### config.mk
export PLATFORM = sky130hd
export DESIGN_NAME = wavePwmGen
export DESIGN_NICKNAME = d
export VERILOG_FILES = /design/src/rtl/wpgPkg.sv /design/src/rtl/wpgCtrl.sv /design/src/rtl/wpgData.sv /design/src/rtl/wavePwmGen.sv
export SDC_FILE = /design/constraint.sdc
export NUM_CORES = 2
export LEC_CHECK = 0
export ABC_CLOCK_PERIOD_IN_PS = 13600
export CAP_MARGIN = 20
export CORE_ASPECT_RATIO = 2
export CORE_MARGIN = 2
export CORE_UTILIZATION = 35
export CTS_CLUSTER_DIAMETER = 150
export DETAILED_ROUTE_END_ITERATION = 10
export GPL_TIMING_DRIVEN = 0
export PLACE_DENSITY = 0.46
export REMOVE_ABC_BUFFERS = 1
export SKIP_LAST_GASP = 1
export SYNTH_ARGS = -nofsm -noshare
export SYNTH_HDL_FRONTEND = slang
export SYNTH_SLANG_ARGS = --single-unit
### constraint.sdc
create_clock -name clk -period 13.6 [get_ports clk]
set_input_delay 4.08 -clock clk [delete_from_list [all_inputs] [get_ports clk]]
set_output_delay 4.08 -clock clk [all_outputs]
set_load 0.01 [all_outputs]
### src/rtl/wpgPkg.sv
package wpgPkg;
  parameter int SAMPLE_W = 8;

  typedef struct packed {
    logic                advance;    // one table step this cycle
    logic                periodEnd;  // last count of the PWM period
    logic [SAMPLE_W-1:0] pwmCount;   // current PWM count
  } wpgStrobes_t;
endpackage

### src/rtl/wpgCtrl.sv
module wpgCtrl
  import wpgPkg::*;
#(
  parameter int ACC_W = 32
) (
  input  logic             clk,
  input  logic             rstN,
  input  logic [ACC_W-1:0] tuneWord,
  output wpgStrobes_t      strobes
);
  localparam logic [SAMPLE_W-1:0] CNT_LAST = SAMPLE_W'((1 << SAMPLE_W) - 2);

  logic [ACC_W-1:0]    phaseAcc;
  logic [ACC_W-1:0]    phaseSum;
  logic                phaseCarry;
  logic                ddsTick;
  logic [SAMPLE_W-1:0] pwmCnt;
  logic                lastCount;

  always_comb begin
    {phaseCarry, phaseSum} = {1'b0, phaseAcc} + {1'b0, tuneWord};
    lastCount = (pwmCnt == CNT_LAST);
  end

  always_ff @(posedge clk) begin
    if (!rstN) begin
      phaseAcc <= '0;
      ddsTick  <= 1'b0;
      pwmCnt   <= '0;
    end else begin
      phaseAcc <= phaseSum;
      ddsTick  <= phaseCarry;
      pwmCnt   <= lastCount ? '0 : pwmCnt + 1'b1;
    end
  end

  assign strobes.advance   = ddsTick;
  assign strobes.periodEnd = lastCount;
  assign strobes.pwmCount  = pwmCnt;

  p_cnt_range_r2: assert property (@(posedge clk) disable iff (!rstN)
    pwmCnt <= CNT_LAST);
  p_cnt_wrap_r2: assert property (@(posedge clk) disable iff (!rstN)
    lastCount |=> pwmCnt == '0);
  p_cnt_step_r2: assert property (@(posedge clk) disable iff (!rstN)
    !lastCount |=> pwmCnt == $past(pwmCnt) + 1'b1);
  p_zero_tune_r3: assert property (@(posedge clk) disable iff (!rstN)
    tuneWord == '0 |=> !ddsTick);
endmodule

### src/rtl/wpgData.sv
module wpgData
  import wpgPkg::*;
#(
  parameter int ADDR_W    = 8,
  parameter int SHORT_LEN = 32
) (
  input  logic                clk,
  input  logic                rstN,
  input  logic                longMode,
  input  logic                wrEn,
  input  logic [ADDR_W-1:0]   wrAddr,
  input  logic [SAMPLE_W-1:0] wrData,
  input  wpgStrobes_t         strobes,
  output logic                pwmOut,
  output logic                wrapPulse
);
  localparam int                DEPTH      = 1 << ADDR_W;
  localparam logic [ADDR_W-1:0] LONG_LAST  = ADDR_W'(DEPTH - 1);
  localparam logic [ADDR_W-1:0] SHORT_LAST = ADDR_W'(SHORT_LEN - 1);

  logic [SAMPLE_W-1:0] waveMem [DEPTH];
  logic [ADDR_W-1:0]   rdAddr;
  logic [ADDR_W-1:0]   lastAddr;
  logic [ADDR_W-1:0]   nextAddr;
  logic                atEnd;
  logic [SAMPLE_W-1:0] fetchSample;
  logic [SAMPLE_W-1:0] shadowCmp;
  logic [SAMPLE_W-1:0] activeCmp;
  logic                wrapReg;

  always_ff @(posedge clk) begin
    if (wrEn) waveMem[wrAddr] <= wrData;
  end

  always_comb begin
    lastAddr    = longMode ? LONG_LAST : SHORT_LAST;
    atEnd       = (rdAddr >= lastAddr);
    nextAddr    = atEnd ? '0 : rdAddr + 1'b1;
    fetchSample = waveMem[nextAddr];
  end

  always_ff @(posedge clk) begin
    if (!rstN) begin
      rdAddr    <= '0;
      shadowCmp <= '0;
      activeCmp <= '0;
      wrapReg   <= 1'b0;
    end else begin
      wrapReg <= strobes.advance && atEnd;
      if (strobes.advance) begin
        rdAddr    <= nextAddr;
        shadowCmp <= fetchSample;
      end
      if (strobes.periodEnd)
        activeCmp <= strobes.advance ? fetchSample : shadowCmp;
    end
  end

  assign pwmOut    = (strobes.pwmCount < activeCmp);
  assign wrapPulse = wrapReg;

  p_addr_hold_r3: assert property (@(posedge clk) disable iff (!rstN)
    !strobes.advance |=> $stable(rdAddr));
  p_addr_limit_r4: assert property (@(posedge clk) disable iff (!rstN)
    (strobes.advance && atEnd) |=> (rdAddr == '0));
  p_wrap_single_r5: assert property (@(posedge clk) disable iff (!rstN)
    wrapReg |=> !wrapReg);
  p_active_hold_r6: assert property (@(posedge clk) disable iff (!rstN)
    !strobes.periodEnd |=> $stable(activeCmp));
  p_active_newest_r6: assert property (@(posedge clk) disable iff (!rstN)
    strobes.periodEnd |=> activeCmp == shadowCmp);
endmodule

### src/rtl/wavePwmGen.sv
module wavePwmGen
  import wpgPkg::*;
#(
  parameter int ACC_W     = 32,
  parameter int ADDR_W    = 8,
  parameter int SHORT_LEN = 32
) (
  input  logic                clk,
  input  logic                rstN,
  input  logic [ACC_W-1:0]    tuneWord,
  input  logic                longMode,
  input  logic                wrEn,
  input  logic [ADDR_W-1:0]   wrAddr,
  input  logic [SAMPLE_W-1:0] wrData,
  output logic                pwmOut,
  output logic                wrapPulse
);
  wpgStrobes_t strobes;

  wpgCtrl #(.ACC_W(ACC_W)) ctrl_i (
    .clk      (clk),
    .rstN     (rstN),
    .tuneWord (tuneWord),
    .strobes  (strobes)
  );

  wpgData #(.ADDR_W(ADDR_W), .SHORT_LEN(SHORT_LEN)) data_i (
    .clk       (clk),
    .rstN      (rstN),
    .longMode  (longMode),
    .wrEn      (wrEn),
    .wrAddr    (wrAddr),
    .wrData    (wrData),
    .strobes   (strobes),
    .pwmOut    (pwmOut),
    .wrapPulse (wrapPulse)
  );
endmodule

**Yosys cells after proc, flatten, opt, wreduce, memory -nomap -nowiden**

Memories as Yosys holds them, arrays and structs flattened.
Index checks and enable logic that the tools add are counted.

- Memory bits (read-only): 0
- Bits of input ports: 52
- Memories: 1
- Latch bits: 0
- Word-level logic and storage cells: 22
- Bits in registers: 66
- RAM bits: 2048
- Output and inout bits: 2

- Add/subtract/negate cells: 3
- Reduce and logical (&&, ||, !) cells: 2
- Shift-type cells: 0
- $lt $le $gt $ge: 2
- Bitwise gates (word level): 1
- Equal/unequal tests: 1
- Multipliers: 0
- Muxes and demuxes: 5
- Divide/modulo/power cells: 0

Memory list:

| memory | depth | width | read ports | clocked after memory_dff | wr ports | line | text |
|---|---|---|---|---|---|---|---|
| data_i.waveMem | 256 | 8 | 1 | 0 | 1 | wpgData.sv:21 | `logic [SAMPLE_W-1:0] waveMem [DEPTH];` |

Operator list:

| kind | number |
|---|---|
| 32-bit by 32-bit adder with 33-bit output | 1 |
| 8-bit 2-to-1 mux | 3 |
| 8-bit by 1-bit adder with 8-bit output (second input constant) | 2 |
| 8-bit equality test (second input constant) | 1 |
| 8-bit greater-or-equal comparator | 1 |
| 8-bit less-than comparator | 1 |
| 1-bit 2-to-1 mux | 2 |
| 2-bit OR reduction | 1 |
| 1-bit logical AND | 1 |
| 1-bit NOT | 1 |

**Logic depth before layout (Yosys ltp)**

An unclocked memory read counts as a cell.

- Depth after elaboration: 5
- Depth in mapped cells: 19
- Depth with buffers taken out: 12

**Modules after synthesis**

From an unflattened synthesis, not the netlist that was laid out.

- Cell total of the unflattened synthesis: 5890
- Area total of the unflattened synthesis: 85119.1 um^2

By module, submodules not included:

| module | area each (um^2) | seq. area each (um^2) | instances | cells each |
|---|---|---|---|---|
| wpgData | 82175.1 | 61999.5 | 1 | 5543 |
| wpgCtrl | 2944.1 | 820.8 | 1 | 347 |

**Least setup slack after synthesis**

OpenSTA, ideal clock, no wires.

- Path type: input to register
- Start point: input longMode
- End point: register data_i.shadowCmp[3]
- Path buffers: 6
- Slack: 6.305 ns
- Required time: 13.461 ns
- Library setup time: 0.139 ns
- Arrival: 7.156 ns
- Cell stages on the path: 16
- Cell sequence: inv_1 ha_1 buf_4 a21o_1 buf_4 nor3_4 buf_6 buf_4 buf_2 buf_2 mux4_2 o211ai_1 o2111ai_1 o31a_1 nor4_1 a21oi_1

- Longest elaborated chain between the ends: 5

RTL lines:

| what | line | text |
|---|---|---|
| start, declared | wavePwmGen.sv:11 | `input logic longMode,` |
| 8-bit 2-to-1 mux | wpgData.sv:36 | `lastAddr = longMode ? LONG_LAST : SHORT_LAST;` |
| 8-bit greater-or-equal comparator | wpgData.sv:37 | `atEnd = (rdAddr >= lastAddr);` |
| 8-bit 2-to-1 mux | wpgData.sv:38 | `nextAddr = atEnd ? '0 : rdAddr + 1'b1;` |
| memory read 256 x 8 bit | -- |  |
| 8-bit 2-to-1 mux | -- |  |
| end signal, assigned | wpgData.sv:52 | `shadowCmp <= fetchSample;` |
| end, declared | wpgData.sv:27 | `logic [SAMPLE_W-1:0] shadowCmp;` |

No other way between the ends.
A chain may end at the register's enable or synchronous reset.

**Final worst setup path**

- Start point: input longMode
- End point: register data_i.activeCmp[7]

- Longest elaborated chain between the ends: 5

RTL lines:

| what | line | text |
|---|---|---|
| 8-bit 2-to-1 mux | wpgData.sv:36 |  |
| 8-bit greater-or-equal comparator | wpgData.sv:37 |  |
| 8-bit 2-to-1 mux | wpgData.sv:38 |  |
| memory read 256 x 8 bit | -- |  |
| 8-bit 2-to-1 mux | wpgData.sv:55 | `activeCmp <= strobes.advance ? fetchSample : shadowCmp;` |
| end signal, assigned | wpgData.sv:55 |  |
| end, declared | wpgData.sv:28 | `logic [SAMPLE_W-1:0] activeCmp;` |

No other way between the ends.

==> summary.md <==
| Metric | Value |
|---|---|
| DRT iter0 DRCs | 6464 |
| Share of cells above drive strength 1 | 0.107 |
| Pre-CTS setup slack | approximately 1.9 ns |
| Warnings from Yosys | 0 |
| Slew @ Worst Pin | 1.24 ns |
| Area grow syn2layout | 16.3% |
| Die Height | about 710 um |
| Number of global-route vias before repair | 56151 |
| Clock Power Share | 0.359 |
| Worst path arrival time | 11.72 ns |
| DRT Wirelength | 328 mm |
| Worst reg2reg startpoint | data_i.rdAddr[0] |
| Most frequent cells after synthesis | edfxtp_1 (2048), nor2_1 (588), a21oi_1 (403), nand2_1 (365), o21ai_0 (291) |
| Max-slew headroom | 0.163 |
| Post_cts resized | 0 |
| Port Buf Inserts | between 50 and 60 |
| CP max-delay cell | clkdlybuf4s50_1 |
| Crit start category | input pin |
| Critical Path RT | 14.32 ns |
| DIE AREA | between 0.2 and 0.3 mm^2 |
| Initial Utilization | 0.351 |
| Seq pwr share | 0.462 |
| Final Hold Viols | 0 |
| Detailed placement HPWL | 213 mm |
| Minimum clock period | around 11 ns |
| Final setup viols | 0 |
| Top-count cell post-synth | edfxtp_1 |
| DR vias | 58435 |
| Area of the multi-input gates | 0.0229 mm^2 |
| Synth area leader | edfxtp_1 |
| Clk sinks | 2114 |
| Drt first pass iters | 6 |
| Switching power | 0.00441 W |
| Fin Hold WS | 0.483 ns |
| Hold path start | ctrl_i.pwmCnt[0] |
| Reg clk slew, reported paths | 0.06 ns |
| EDFF count, synth | 2048 |
| Post-synth top area share | 0.701 |
| CP endpoint kind | flip-flop |
| Critical path class | in -> reg |
| Sw frac | 0.281 |
| Setup ws final | 2.60 ns |
| Top Ports | 54 |
| First-pass GRT wire length | 452 mm |
| Htree depth | 4 |
| Syn_area_per_cell | 14.0 um^2 |
| Pint | 0.0113 W |
| Yosys cell types | 94 |
| GP Congestion | 0.830 |
| Synth Cell Area | slightly below 0.09 mm^2 |
| Critical path fanouts, max | 24 |
| Synth Flop Type | edfxtp_1 |
| Ys async rst share | 0 |
| Antenna viol nets, final | 0 |
| Status | finished clean |
| Number of max-cap violations | 0 |
| Fmax | 90.9 MHz |
| Clk buf depth | 4 |
| Cells after synthesis | 6257 |
| Clock Skews | a little under 0.04 ns |
| Register area | roughly 0.063 mm^2 |
| Gr usage total | 0.252 |
| Origin of the worst setup path | longMode |
| Clock Root Buffer | clkbuf_16 |
| Total global routing overflow | 0 |
| Yosys reg bits | 2114 |
| Sequential share of the synthesized area | 0.716 |
| Crit-path most repeated cell | buf_12 |
| Worst min path class | reg -> reg |
| Core region area | around 0.25 mm^2 |
| Total setup buffers inserted after CTS | 0 |
| Critical-path cell list | clkdlybuf4s50_1 > inv_1 > ha_1 > nand3_1 > nand2_4 > buf_16 > nor2_4 > buf_12 > buf_12 > buf_12 > nand2_1 > o21ai_0 > nand4b_1 > o2111ai_1 > and3_1 > or4_1 > o2bb2ai_1 |
| Drt drc | 0 |
| Power per Cell Area | 154 mW/mm^2 |
| Routed len/inst | 33.7 um |
| Worst IR Drop VDD | 0.132 mV |
| P_leak | ~32 nW |
| CTS tree | yes |
| RSZ-0062 raised after global routing | no |
| Hold_buf cts | 0 |
| Fin. max-slew vios | 0 |
| Main area contributors after synthesis | edfxtp_1 (70%), nor2_1 (2.5%), a21oi_1 (2.3%) |
| Clock latency on the worst-skew pair | about 0.86 ns |
| Final nets | 6375 |
| Largest stage delay, worst path | slightly below 0.7 ns |
| # rows | 260 |
| Number of fill cells | 22808 |
| CTS Buf Count | 205 |
| Initial antenna violation count | 15 |
| Largest net degree at the start of global routing | 139 |
| Tcrit/Tclk final | 0.809 |
| Post-DR vias/cell | between 6 and 7 |
| Width of the die | 358 um |
| Logic pwr share | 0.179 |
[registers in the layout, summed over array words and instances, names as in the netlist]
signal            cells
ctrl_i.ddsTick        1
ctrl_i.phaseAcc      32
ctrl_i.pwmCnt         8
data_i.activeCmp      8
data_i.rdAddr         8
data_i.shadowCmp      8
data_i.waveMem     2048
data_i.wrapPulse      1
[worst paths after layout]
kind / endpoint / slack [ns] / depth (start not counted)
worst max-delay path: data_i.activeCmp[7] / 2.60 / 17
worst min-delay path: ctrl_i.pwmCnt[0] / 0.48 / 1
worst max register to register: data_i.activeCmp[6] / 5.58 / 17
worst min register to register: ctrl_i.pwmCnt[0] / 0.48 / 1
[critical path: cells and delay by family]
kind	cells	cell delay, ns
and+or+nand+nor	7	3.76
buffers and inverters	6	1.96
AOI/OAI and AO/OA	3	1.29
adders and majority gates	1	0.47
[layout by cell type, fill, tap and decap left out, types with 76 or more instances in the layout]
cell and n:
buf_16 94, a21o_1 78, o221ai_1 152, nand3_1 129
or3_1 97, clkbuf_16 208, a31oi_1 76, mux2i_1 124
o211ai_1 115, a211oi_1 120, nor3_1 155, nand2_1 357
nor2_1 580, a21oi_1 402, edfxtp_1 2048, o21ai_0 289
[cell families (layout without fill, tap and decap cells)]
group | after synthesis | after routing | synth area share
other cells | 0 | 9 | 0
simple gates | 1596 | 1596 | 0.0835
xor+xnor | 31 | 31 | 0.00327
compound gates | 1755 | 1755 | 0.138
buf+inv | 542 | 711 | 0.0281
fa+ha+maj | 46 | 46 | 0.00665
flops | 2114 | 2114 | 0.716
mux | 173 | 173 | 0.0242
[metal layers]
layer,global-route usage,part of all wire
met3,0.0432,0.072
met2,0.407,0.48
met5,0,0.00022
met1,0.329,0.40
met4,0.114,0.053
[power groups by stage]
stage	sequential, W	clock (W)	combinational (W)
2_1_floorplan	0.00745	0	0.00146
3_3_place_gp	0.00763	0	0.00283
3_5_place_dp	0.00738	0	0.00278
4_1_cts	0.00724	0.00570	0.00279
5_1_grt	0.00725	0.00593	0.00295
6_report	0.00724	0.00562	0.00281
[area by class of cell]
class | instances | share of cell area
Antenna cell | 9 | 0.000221
Clock buffer | 237 | 0.0521
Clock inverter | 119 | 0.0106
Inverter | 53 | 0.00202
Multi-Input combinational cell | 3601 | 0.224
Sequential cell | 2114 | 0.616
Tap cell | 3275 | 0.0402
Timing Repair Buffer | 302 | 0.0547
[stage by stage]
stage / utilization / TNS [ns] / cells / total power (W) / cell area [um^2]
finish: 0.408 / 0 / 9710 / 0.0157 / 102000
detailed placement: 0.382 / 0 / 9340 / 0.0102 / 95500
floorplan: - / -341.74 / 5768 / 0.00891 / 85500
global route: 0.408 / 0 / 9702 / 0.0161 / 102000
global placement: 0.361 / -1637.50 / 9096 / 0.0105 / 90100
CTS: 0.408 / 0 / 9696 / 0.0157 / 102000
No activity file was read; power rests on OpenSTA's default activity.
